--- src/rtl/nlc_pkg.sv ---
package nlc_pkg;
  typedef enum logic [4:0] {
    S_IDLE,
    S_OC_RD, S_OC_WR,
    S_F0_LO, S_F0_HI,
    S_F1Z_LO, S_F1Z_HI,
    S_PCZ_LO, S_PCZ_HI,
    S_IC_RD, S_IC_WR,
    S_F1N_LO, S_F1N_HI,
    S_PCJ_LO, S_PCJ_HI,
    S_DONE
  } state_t;

  // distances below a pointer
  localparam int unsigned OFF_CNT  = 4;
  localparam int unsigned OFF_LINK = 2;
  localparam int unsigned OFF_PC   = 6;
  localparam int unsigned OFF_NXT1 = 8;
endpackage

--- src/rtl/nlc_addr_sel.sv ---
module nlc_addr_sel
  import nlc_pkg::*;
#(
  parameter int PW = 16
) (
  input  state_t          st,
  input  logic [PW-1:0]   w0,
  input  logic [PW-1:0]   w1,
  output logic [PW-1:0]   addr
);
  localparam int OW = 4;
  logic          use_w1;
  logic [OW-1:0] off;

  always_comb begin
    use_w1 = 1'b0;
    off    = '0;
    unique case (st)
      S_OC_RD, S_OC_WR:   off = OW'(OFF_CNT);
      S_F0_LO:            off = OW'(OFF_LINK);
      S_F0_HI:            off = OW'(OFF_LINK - 1);
      S_F1Z_LO:           off = OW'(OFF_NXT1);
      S_F1Z_HI:           off = OW'(OFF_NXT1 - 1);
      S_PCZ_LO:           off = OW'(OFF_PC);
      S_PCZ_HI:           off = OW'(OFF_PC - 1);
      S_IC_RD, S_IC_WR:   begin use_w1 = 1'b1; off = OW'(OFF_CNT); end
      S_F1N_LO:           begin use_w1 = 1'b1; off = OW'(OFF_LINK); end
      S_F1N_HI:           begin use_w1 = 1'b1; off = OW'(OFF_LINK - 1); end
      S_PCJ_LO:           begin use_w1 = 1'b1; off = OW'(OFF_PC); end
      S_PCJ_HI:           begin use_w1 = 1'b1; off = OW'(OFF_PC - 1); end
      default:            off = '0;
    endcase
  end

  assign addr = (use_w1 ? w1 : w0) - PW'(off);
endmodule

--- src/rtl/nlc_rsp_track.sv ---
module nlc_rsp_track #(
  parameter int PW = 16,
  parameter int DW = 8
) (
  input  logic          clk,
  input  logic          rst_n,
  input  logic          req_valid,
  input  logic          req_ready,
  input  logic          req_we,
  input  logic [PW-1:0] req_addr,
  input  logic [DW-1:0] req_wdata,
  output logic          rsp_valid
);
  always_ff @(posedge clk or negedge rst_n) begin
    if (!rst_n) rsp_valid <= 1'b0;
    else        rsp_valid <= req_valid && req_ready && !req_we;
  end

  // a stalled request is held unchanged
  p_req_hold_r10: assert property (@(posedge clk) disable iff (!rst_n)
    (req_valid && !req_ready) |=> (req_valid && $stable(req_addr)
                                   && $stable(req_we) && $stable(req_wdata)));
endmodule

--- src/rtl/nlc_seq.sv ---
module nlc_seq
  import nlc_pkg::*;
#(
  parameter int               DW      = 8,
  parameter logic [2*DW-1:0]  RST_FP0 = '0,
  parameter logic [2*DW-1:0]  RST_FP1 = '0,
  parameter logic [2*DW-1:0]  RST_VPC = '0
) (
  input  logic             clk,
  input  logic             rst_n,
  input  logic             start_i,
  input  logic             jump_i,
  output logic             mem_req_valid,
  input  logic             mem_req_ready,
  output logic             mem_req_we,
  output logic [2*DW-1:0]  mem_req_addr,
  output logic [DW-1:0]    mem_req_wdata,
  input  logic [DW-1:0]    mem_rdata,
  output logic [2*DW-1:0]  fp0_o,
  output logic [2*DW-1:0]  fp1_o,
  output logic [2*DW-1:0]  vpc_o,
  output logic             done_o
);
  localparam int PW = 2 * DW;

  state_t        st;
  logic [PW-1:0] w0, w1, wpc;
  logic [DW-1:0] lo_q, wdat_q;
  logic          jump_q;
  logic          rsp_v;
  logic          is_rd, is_wr, cap, hs, rzero;
  logic [PW-1:0] word_in;

  nlc_addr_sel #(.PW(PW)) u_addr (
    .st(st), .w0(w0), .w1(w1), .addr(mem_req_addr)
  );

  nlc_rsp_track #(.PW(PW), .DW(DW)) u_rsp (
    .clk(clk), .rst_n(rst_n),
    .req_valid(mem_req_valid), .req_ready(mem_req_ready),
    .req_we(mem_req_we), .req_addr(mem_req_addr),
    .req_wdata(mem_req_wdata), .rsp_valid(rsp_v)
  );

  always_comb begin
    is_rd = st inside {S_OC_RD, S_F0_LO, S_F0_HI, S_F1Z_LO, S_F1Z_HI,
                       S_PCZ_LO, S_PCZ_HI, S_IC_RD, S_F1N_LO, S_F1N_HI,
                       S_PCJ_LO, S_PCJ_HI};
    is_wr = st inside {S_OC_WR, S_IC_WR};
  end

  assign mem_req_valid = (is_rd && !rsp_v) || is_wr;
  assign mem_req_we    = is_wr;
  assign mem_req_wdata = wdat_q;
  assign cap           = is_rd && rsp_v;
  assign hs            = mem_req_valid && mem_req_ready;
  assign rzero         = (mem_rdata == '0);
  assign word_in       = {mem_rdata, lo_q};

  always_ff @(posedge clk or negedge rst_n) begin
    if (!rst_n) begin
      st     <= S_IDLE;
      w0     <= RST_FP0;
      w1     <= RST_FP1;
      wpc    <= RST_VPC;
      lo_q   <= '0;
      wdat_q <= '0;
      jump_q <= 1'b0;
      fp0_o  <= RST_FP0;
      fp1_o  <= RST_FP1;
      vpc_o  <= RST_VPC;
      done_o <= 1'b0;
    end else begin
      done_o <= 1'b0;
      unique case (st)
        S_IDLE: if (start_i) begin
          w0     <= fp0_o;
          w1     <= fp1_o;
          wpc    <= vpc_o;
          jump_q <= jump_i;
          st     <= S_OC_RD;
        end
        S_OC_RD: if (cap) begin
          if (rzero) st <= S_F0_LO;
          else begin
            wdat_q <= mem_rdata - 1'b1;
            st     <= S_OC_WR;
          end
        end
        S_OC_WR: if (hs) st <= S_IC_RD;
        S_F0_LO: if (cap) begin lo_q <= mem_rdata; st <= S_F0_HI; end
        S_F0_HI: if (cap) begin w0 <= word_in; st <= S_F1Z_LO; end
        S_F1Z_LO: if (cap) begin lo_q <= mem_rdata; st <= S_F1Z_HI; end
        S_F1Z_HI: if (cap) begin w1 <= word_in; st <= S_PCZ_LO; end
        S_PCZ_LO: if (cap) begin lo_q <= mem_rdata; st <= S_PCZ_HI; end
        S_PCZ_HI: if (cap) begin wpc <= word_in; st <= S_DONE; end
        S_IC_RD: if (cap) begin
          if (rzero) st <= S_F1N_LO;
          else begin
            wdat_q <= mem_rdata - 1'b1;
            st     <= S_IC_WR;
          end
        end
        S_IC_WR: if (hs) st <= jump_q ? S_PCJ_LO : S_DONE;
        S_F1N_LO: if (cap) begin lo_q <= mem_rdata; st <= S_F1N_HI; end
        S_F1N_HI: if (cap) begin
          w1 <= word_in;
          st <= jump_q ? S_PCJ_LO : S_DONE;
        end
        S_PCJ_LO: if (cap) begin lo_q <= mem_rdata; st <= S_PCJ_HI; end
        S_PCJ_HI: if (cap) begin wpc <= word_in; st <= S_DONE; end
        S_DONE: begin
          fp0_o  <= w0;
          fp1_o  <= w1;
          vpc_o  <= wpc;
          done_o <= 1'b1;
          st     <= S_IDLE;
        end
        default: st <= S_IDLE;
      endcase
    end
  end

  // one-cycle completion pulse
  p_done_pulse_r9: assert property (@(posedge clk) disable iff (!rst_n)
    done_o |=> !done_o);

  // visible state moves only with done
  p_out_hold_r9: assert property (@(posedge clk) disable iff (!rst_n)
    !done_o |-> ($stable(fp0_o) && $stable(fp1_o) && $stable(vpc_o)));

  // a zero outer count is never followed by a count write
  p_zero_no_write_r3: assert property (@(posedge clk) disable iff (!rst_n)
    (st == S_OC_RD && cap && rzero) |=> !(mem_req_valid && mem_req_we));

  // outer count write-back lands below the outer pointer
  p_outer_wr_addr_r2: assert property (@(posedge clk) disable iff (!rst_n)
    (mem_req_valid && mem_req_we && st == S_OC_WR)
      |-> (mem_req_addr == w0 - PW'(OFF_CNT)));

  // no memory traffic while idle
  p_idle_quiet_r1: assert property (@(posedge clk) disable iff (!rst_n)
    (st == S_IDLE) |-> !mem_req_valid);
endmodule

--- config.mk ---
export PLATFORM = sky130hd
export DESIGN_NAME = nlc_seq
export DESIGN_NICKNAME = d
export VERILOG_FILES = /design/src/rtl/nlc_pkg.sv /design/src/rtl/nlc_addr_sel.sv /design/src/rtl/nlc_rsp_track.sv /design/src/rtl/nlc_seq.sv
export SDC_FILE = /design/constraint.sdc
export NUM_CORES = 1
export LEC_CHECK = 0
export BUFFER_PORTS_ARGS = -buffer_cell sky130_fd_sc_hd__clkbuf_2
export CAP_MARGIN = 20
export CORE_MARGIN = 1.5
export CORE_UTILIZATION = 49
export DETAILED_ROUTE_END_ITERATION = 8
export GPL_ROUTABILITY_DRIVEN = 0
export PLACE_DENSITY = 0.69
export RECOVER_POWER = 50
export SKIP_CTS_REPAIR_TIMING = 1
export SYNTH_ARGS = -nofsm -noshare
export SYNTH_HDL_FRONTEND = slang
export SYNTH_SLANG_ARGS = --single-unit
--- constraint.sdc ---
create_clock -name clk -period 3.8 [get_ports clk]
set_clock_uncertainty 0.05 [all_clocks]
set_input_delay 0.19 -clock clk [delete_from_list [all_inputs] [get_ports clk]]
set_output_delay 0.19 -clock clk [all_outputs]
set_load 0.03 [all_outputs]
# [Word level (Yosys, flattened, before mapping)]
# Index checks and enable logic that the tools add are counted.
[totals] ff_bits=120 in_bits=13 out_inout_bits=75 elab_cells=104
[op_classes] add_sub_neg=2 eq_ne=30 n_mux=29 bitwise=1 reduce_logical=30
[op_table] cell="16-bit one-hot mux with 2 select lines" n=3
[op_table] cell="16-bit 2-to-1 mux" n=5
[op_table] cell="5-bit 2-to-1 mux" n=14
[op_table] cell="5-bit one-hot mux with 14 select lines" n=1
[op_table] cell="5-bit by 4-bit equality test with 1-bit output (second input constant)" n=8
[op_table] cell="4-bit one-hot mux with 7 select lines" n=1
[op_table] cell="2-bit inequality test (second input constant)" n=13
[op_table] cell="5-bit by 3-bit equality test with 1-bit output (second input constant)" n=4
[op_table] cell="16-bit by 4-bit subtractor with 16-bit output" n=1
[op_table] cell="14-bit AND reduction" n=1
[op_table] cell="3-bit AND reduction" n=4
[op_table] cell="12-bit nonzero test" n=1
[op_table] cell="2-bit OR reduction" n=6
[op_table] cell="5-bit by 2-bit equality test with 1-bit output (second input constant)" n=2
[op_table] cell="8-bit zero test" n=1
[op_table] cell="2-bit nonzero test" n=4
[op_table] cell="8-bit by 1-bit subtractor with 8-bit output (second input constant)" n=1
[op_table] cell="6-bit OR reduction" n=1
[op_table] cell="5-bit by 1-bit equality test with 1-bit output (second input constant)" n=1
[op_table] cell="5-bit zero test" n=1
[op_table] cell="5-bit OR reduction" n=1
[op_table] cell="1-bit logical AND" n=4
[op_table] cell="1-bit 2-to-1 mux" n=4
[op_table] cell="2-bit by 1-bit inequality test with 1-bit output (second input constant)" n=2
[op_table] cell="6 further kinds" n=8

# [Longest topological paths before layout]
[depth] ltp_word=7 mapped_depth=16 depth_no_buf=13

# [Hierarchy]
# Synthesis repeated with hierarchy kept, for this count alone.
[unflattened] cells_unflattened=631 area_unflattened_um2=6364.9
[modules_own_cells] module="nlc_seq" n_inst=1 cells_per_inst=519 area_per_inst_um2=5506.5 seq_area_each_um2=2952.8
[modules_own_cells] module="nlc_addr_sel" n_inst=1 cells_per_inst=110 area_per_inst_um2=824.5 seq_area_each_um2=0.0
[modules_own_cells] module="nlc_rsp_track" n_inst=1 cells_per_inst=2 area_per_inst_um2=33.8 seq_area_each_um2=25.0

# [Worst setup path before layout]
# Ideal clock, no wire load.
[synth_path] kind="register to output" from="register st[2]" to="output port mem_req_addr[15]" t_arrival_ns=3.278 required_time_ns=3.560 slack_ns=0.282 path_stages_with_launch=16 n_path_buf=3 cell_sequence="dfrtp_1 buf_6 or2_1 buf_6 o21a_1 buf_6 nand2_1 mux2_2 ha_1 nor2b_1 o21ai_0 a21boi_0 nor3b_2 nand3_2 nor3_2 xnor2_1"
[synth_via] elab_chain_cells=5 word_cells_on_any_way=24 cone_classes="add/sub: 1; eq/ne: 14; mux: 3; reduce/logical: 6"
[synth_rtl] element="from (decl)" line_no="nlc_seq.sv:26" rtl="state_t st;"
[synth_rtl] element="from (signal assigned)" line_no="nlc_seq.sv:104" rtl="S_IC_WR: if (hs) st <= jump_q ? S_PCJ_LO : S_DONE;"
[synth_rtl] element="from (signal assigned)" line_no="nlc_seq.sv:108" rtl="st <= jump_q ? S_PCJ_LO : S_DONE;"
[synth_rtl] element="5-bit by 4-bit equality test with 1-bit output" line_no="nlc_addr_sel.sv:18" rtl="unique case (st)"
[synth_rtl] element="6-bit OR reduction (no line)"
[synth_rtl] element="1-bit 2-to-1 mux" line_no="nlc_addr_sel.sv:18"
[synth_rtl] element="16-bit 2-to-1 mux" line_no="nlc_addr_sel.sv:35" rtl="assign addr = (use_w1 ? w1 : w0) - PW'(off);"
[synth_rtl] element="16-bit by 4-bit subtractor with 16-bit output (*)" line_no="nlc_addr_sel.sv:35"
[synth_rtl] element="to (decl)" line_no="nlc_seq.sv:16" rtl="output logic [2*DW-1:0] mem_req_addr,"
# Mark *: on every way between the ends. The rest lies on a longest branch, timed or not.

# [Final worst setup path]
[layout_path] from="register st[0]" to="output port mem_req_addr[14]"
# The elaborated chain is that of the path after synthesis.

==> metrics <==
vias in the first global route=4664; slowest CP cell=dfrtp_1; Yosys cell types=54; antenna cells=0; Tmin final=3.65 ns; Slew Viols, Final=71; Worst Hold Class=in -> reg; average size of a mapped cell=10.6 um2; warnings from Yosys=0; DR vias/cell=5.61; EDFF count, synth=0; DP Cell Count=811; worst slew pin tran=1.73 ns; clk sink count=119; First-pass DRT Iterations=7; fin util=0.600; Setup crit start kind=flip-flop; Core Area=0.0121 mm2; Hold Path Origin=mem_rdata[0]; post-synthesis register bit count=119; final worst-path cycle share=0.962; full die area=0.0131 mm2; Clk pin slew, worst setup/hold paths=0.05 ns; final wirelength=15.5 mm; fmax=274 MHz; Inserted Clock Buffers=17; total number of vias=4750; clk_lat worst skew=0.41 ns; Netlist Area Pre-Place=0.00611 mm2; initial DRC count=351; height of the die=115 um; final setup vio count=0; first-pass GRT wire length=24.9 mm; io pins=88; Synth top area share=0.487; initial antenna violation count=0; most used cell, CP=buf_4; Mapped Cells=575; CP top delay family=simple AND/OR/NAND/NOR gates; P&R area growth vs syn=18.9%; Hold Path End=mem_req_wdata[0]; CP Data Arrival Time=3.41 ns; clock tree from TritonCTS=built; Final Hold Fails=0; register area share after synthesis=0.487; DRC errors left=0; CP Class=reg -> out; Nets=688; status=complete, but fails checks; Synth area leaders=dfrtp_1 (49%), mux2_2 (11%), mux2i_1 (7.5%); max_cap viols=1; Initial Util=0.504; CP max stage delay=0.38 ns; most frequent cells in the layout=dfrtp_1 (119), nor2_1 (65), a21oi_1 (61), mux2_2 (61), clkbuf_1 (61); share of cells above drive strength 1=0.243; Layout Cells excl Fill=846; Die Wd=115 um; CP Data Required Time=3.56 ns; root buf cell=clkbuf_16; largest net degree at the start of global routing=71; post-DP HPWL=10.8 mm; most common cell after layout, fill and taps aside=dfrtp_1; Synth Flop Type=dfrtp_1; RR Startpoint=st[3]; Yosys top cell by area=dfrtp_1; CTS max path bufs=2; crit-path cells=or2_1, o21a_1, nand2_1, buf_4, mux2_2, ha_1, nor2b_1, o21ai_1, nand2b_1, nor2b_4, nand3_2, nor2_2, xor2_1, buf_4; row count=40; syn nets=595; worst hold stages=2; Slew HR=-0.152; CTS H-tree lvls=4; ys async rst share=1.00; gr usage total=0.252; setup slack, reg-to-reg=1.08 ns; FF-to-FF path depth=7; Worst Setup End Kind=output port; final worst slack=0.146 ns; number of port buffers=87; ANT nets after route=0; WL per Instance=18.3 um; Setup TNS=0 ns; DP Worst Slack=0.368 ns; total grt overflow=0; CP Max Fanout=4; failing checks=capacitance limit, slew limit; Worst Path Buf+Inv=2; FF-to-FF End=mem_req_wdata[2]
stage by stage:
stage	hold slack, ns	cell area [um2]
global placement	0.310	6750
floorplan	-0.156	6110
global route	0.0639	7260
CTS	-0.109	7260
finish	0.0649	7260
detailed placement	0.338	6750
worst max path at each step:
stage	from	to	cells after the start	slack [ns]
after detailed placement	st[0]	mem_req_addr[15]	13	0.37
after global placement	st[0]	mem_req_addr[15]	13	0.42
final	st[0]	mem_req_addr[14]	14	0.15
after CTS	st[0]	mem_req_addr[15]	13	-0.08
after global routing	st[0]	mem_req_addr[14]	14	-0.04
after floorplan	st[2]	mem_req_addr[15]	15	0.28
cell type report:
type / instances / area [um2]
well taps: 168 / 210
multi-input cells: 403 / 2950
clock buffers: 20 / 457
repair buffers: 112 / 562
fillers: 1061 / 4850
clock inverters: 9 / 55.1
flip-flops and latches: 119 / 2980
inverters: 15 / 56.3
per-layer routing:
metal | track usage | up-vias | wire length (um)
met5 | 0 | - | 0
met4 | 0.0958 | 0 | 261
met3 | 0.0731 | 20 | 980
met2 | 0.379 | 151 | 7320
met1 | 0.344 | 2367 | 6910
li1 | - | 2212 | -
kinds of logic (layout without fill, tap and decap cells):
logic type | Yosys count | after routing | share of synthesized area
flip-flops | 119 | 119 | 0.487
buffers and inverters | 53 | 156 | 0.0377
AND/OR/NAND/NOR | 150 | 150 | 0.126
XOR/XNOR | 19 | 19 | 0.0272
adder cells (fa/ha/maj) | 7 | 7 | 0.0156
AO/OA/AOI/OAI | 120 | 120 | 0.118
multiplexers | 107 | 107 | 0.188
registers in the layout (all words and copies together) (netlist names):
name             count
done_o               1
u_rsp.rsp_valid      1
lo_q                 8
st                   4
vpc_o               16
mem_req_wdata        8
jump_q               1
fp0_o               16
w0                  16
fp1_o               16
wpc                 16
w1                  16
cells in the mapped netlist (5+ instances only):
master,count
xor2_1,11
clkbuf_1,25
o21ai_1,5
o221ai_2,5
mux2_2,61
mux2i_1,46
nor2b_1,7
ha_1,6
nand3_1,5
xnor2_1,8
o21ai_0,26
dfrtp_1,119
inv_1,14
buf_2,7
nand2_1,28
nor2_1,67
nor3b_1,8
and3b_1,7
a21oi_1,61
Power is left out: the tool's default activity adds up to more than one toggle a clock period on the data nets, which glitch-free logic cannot reach.
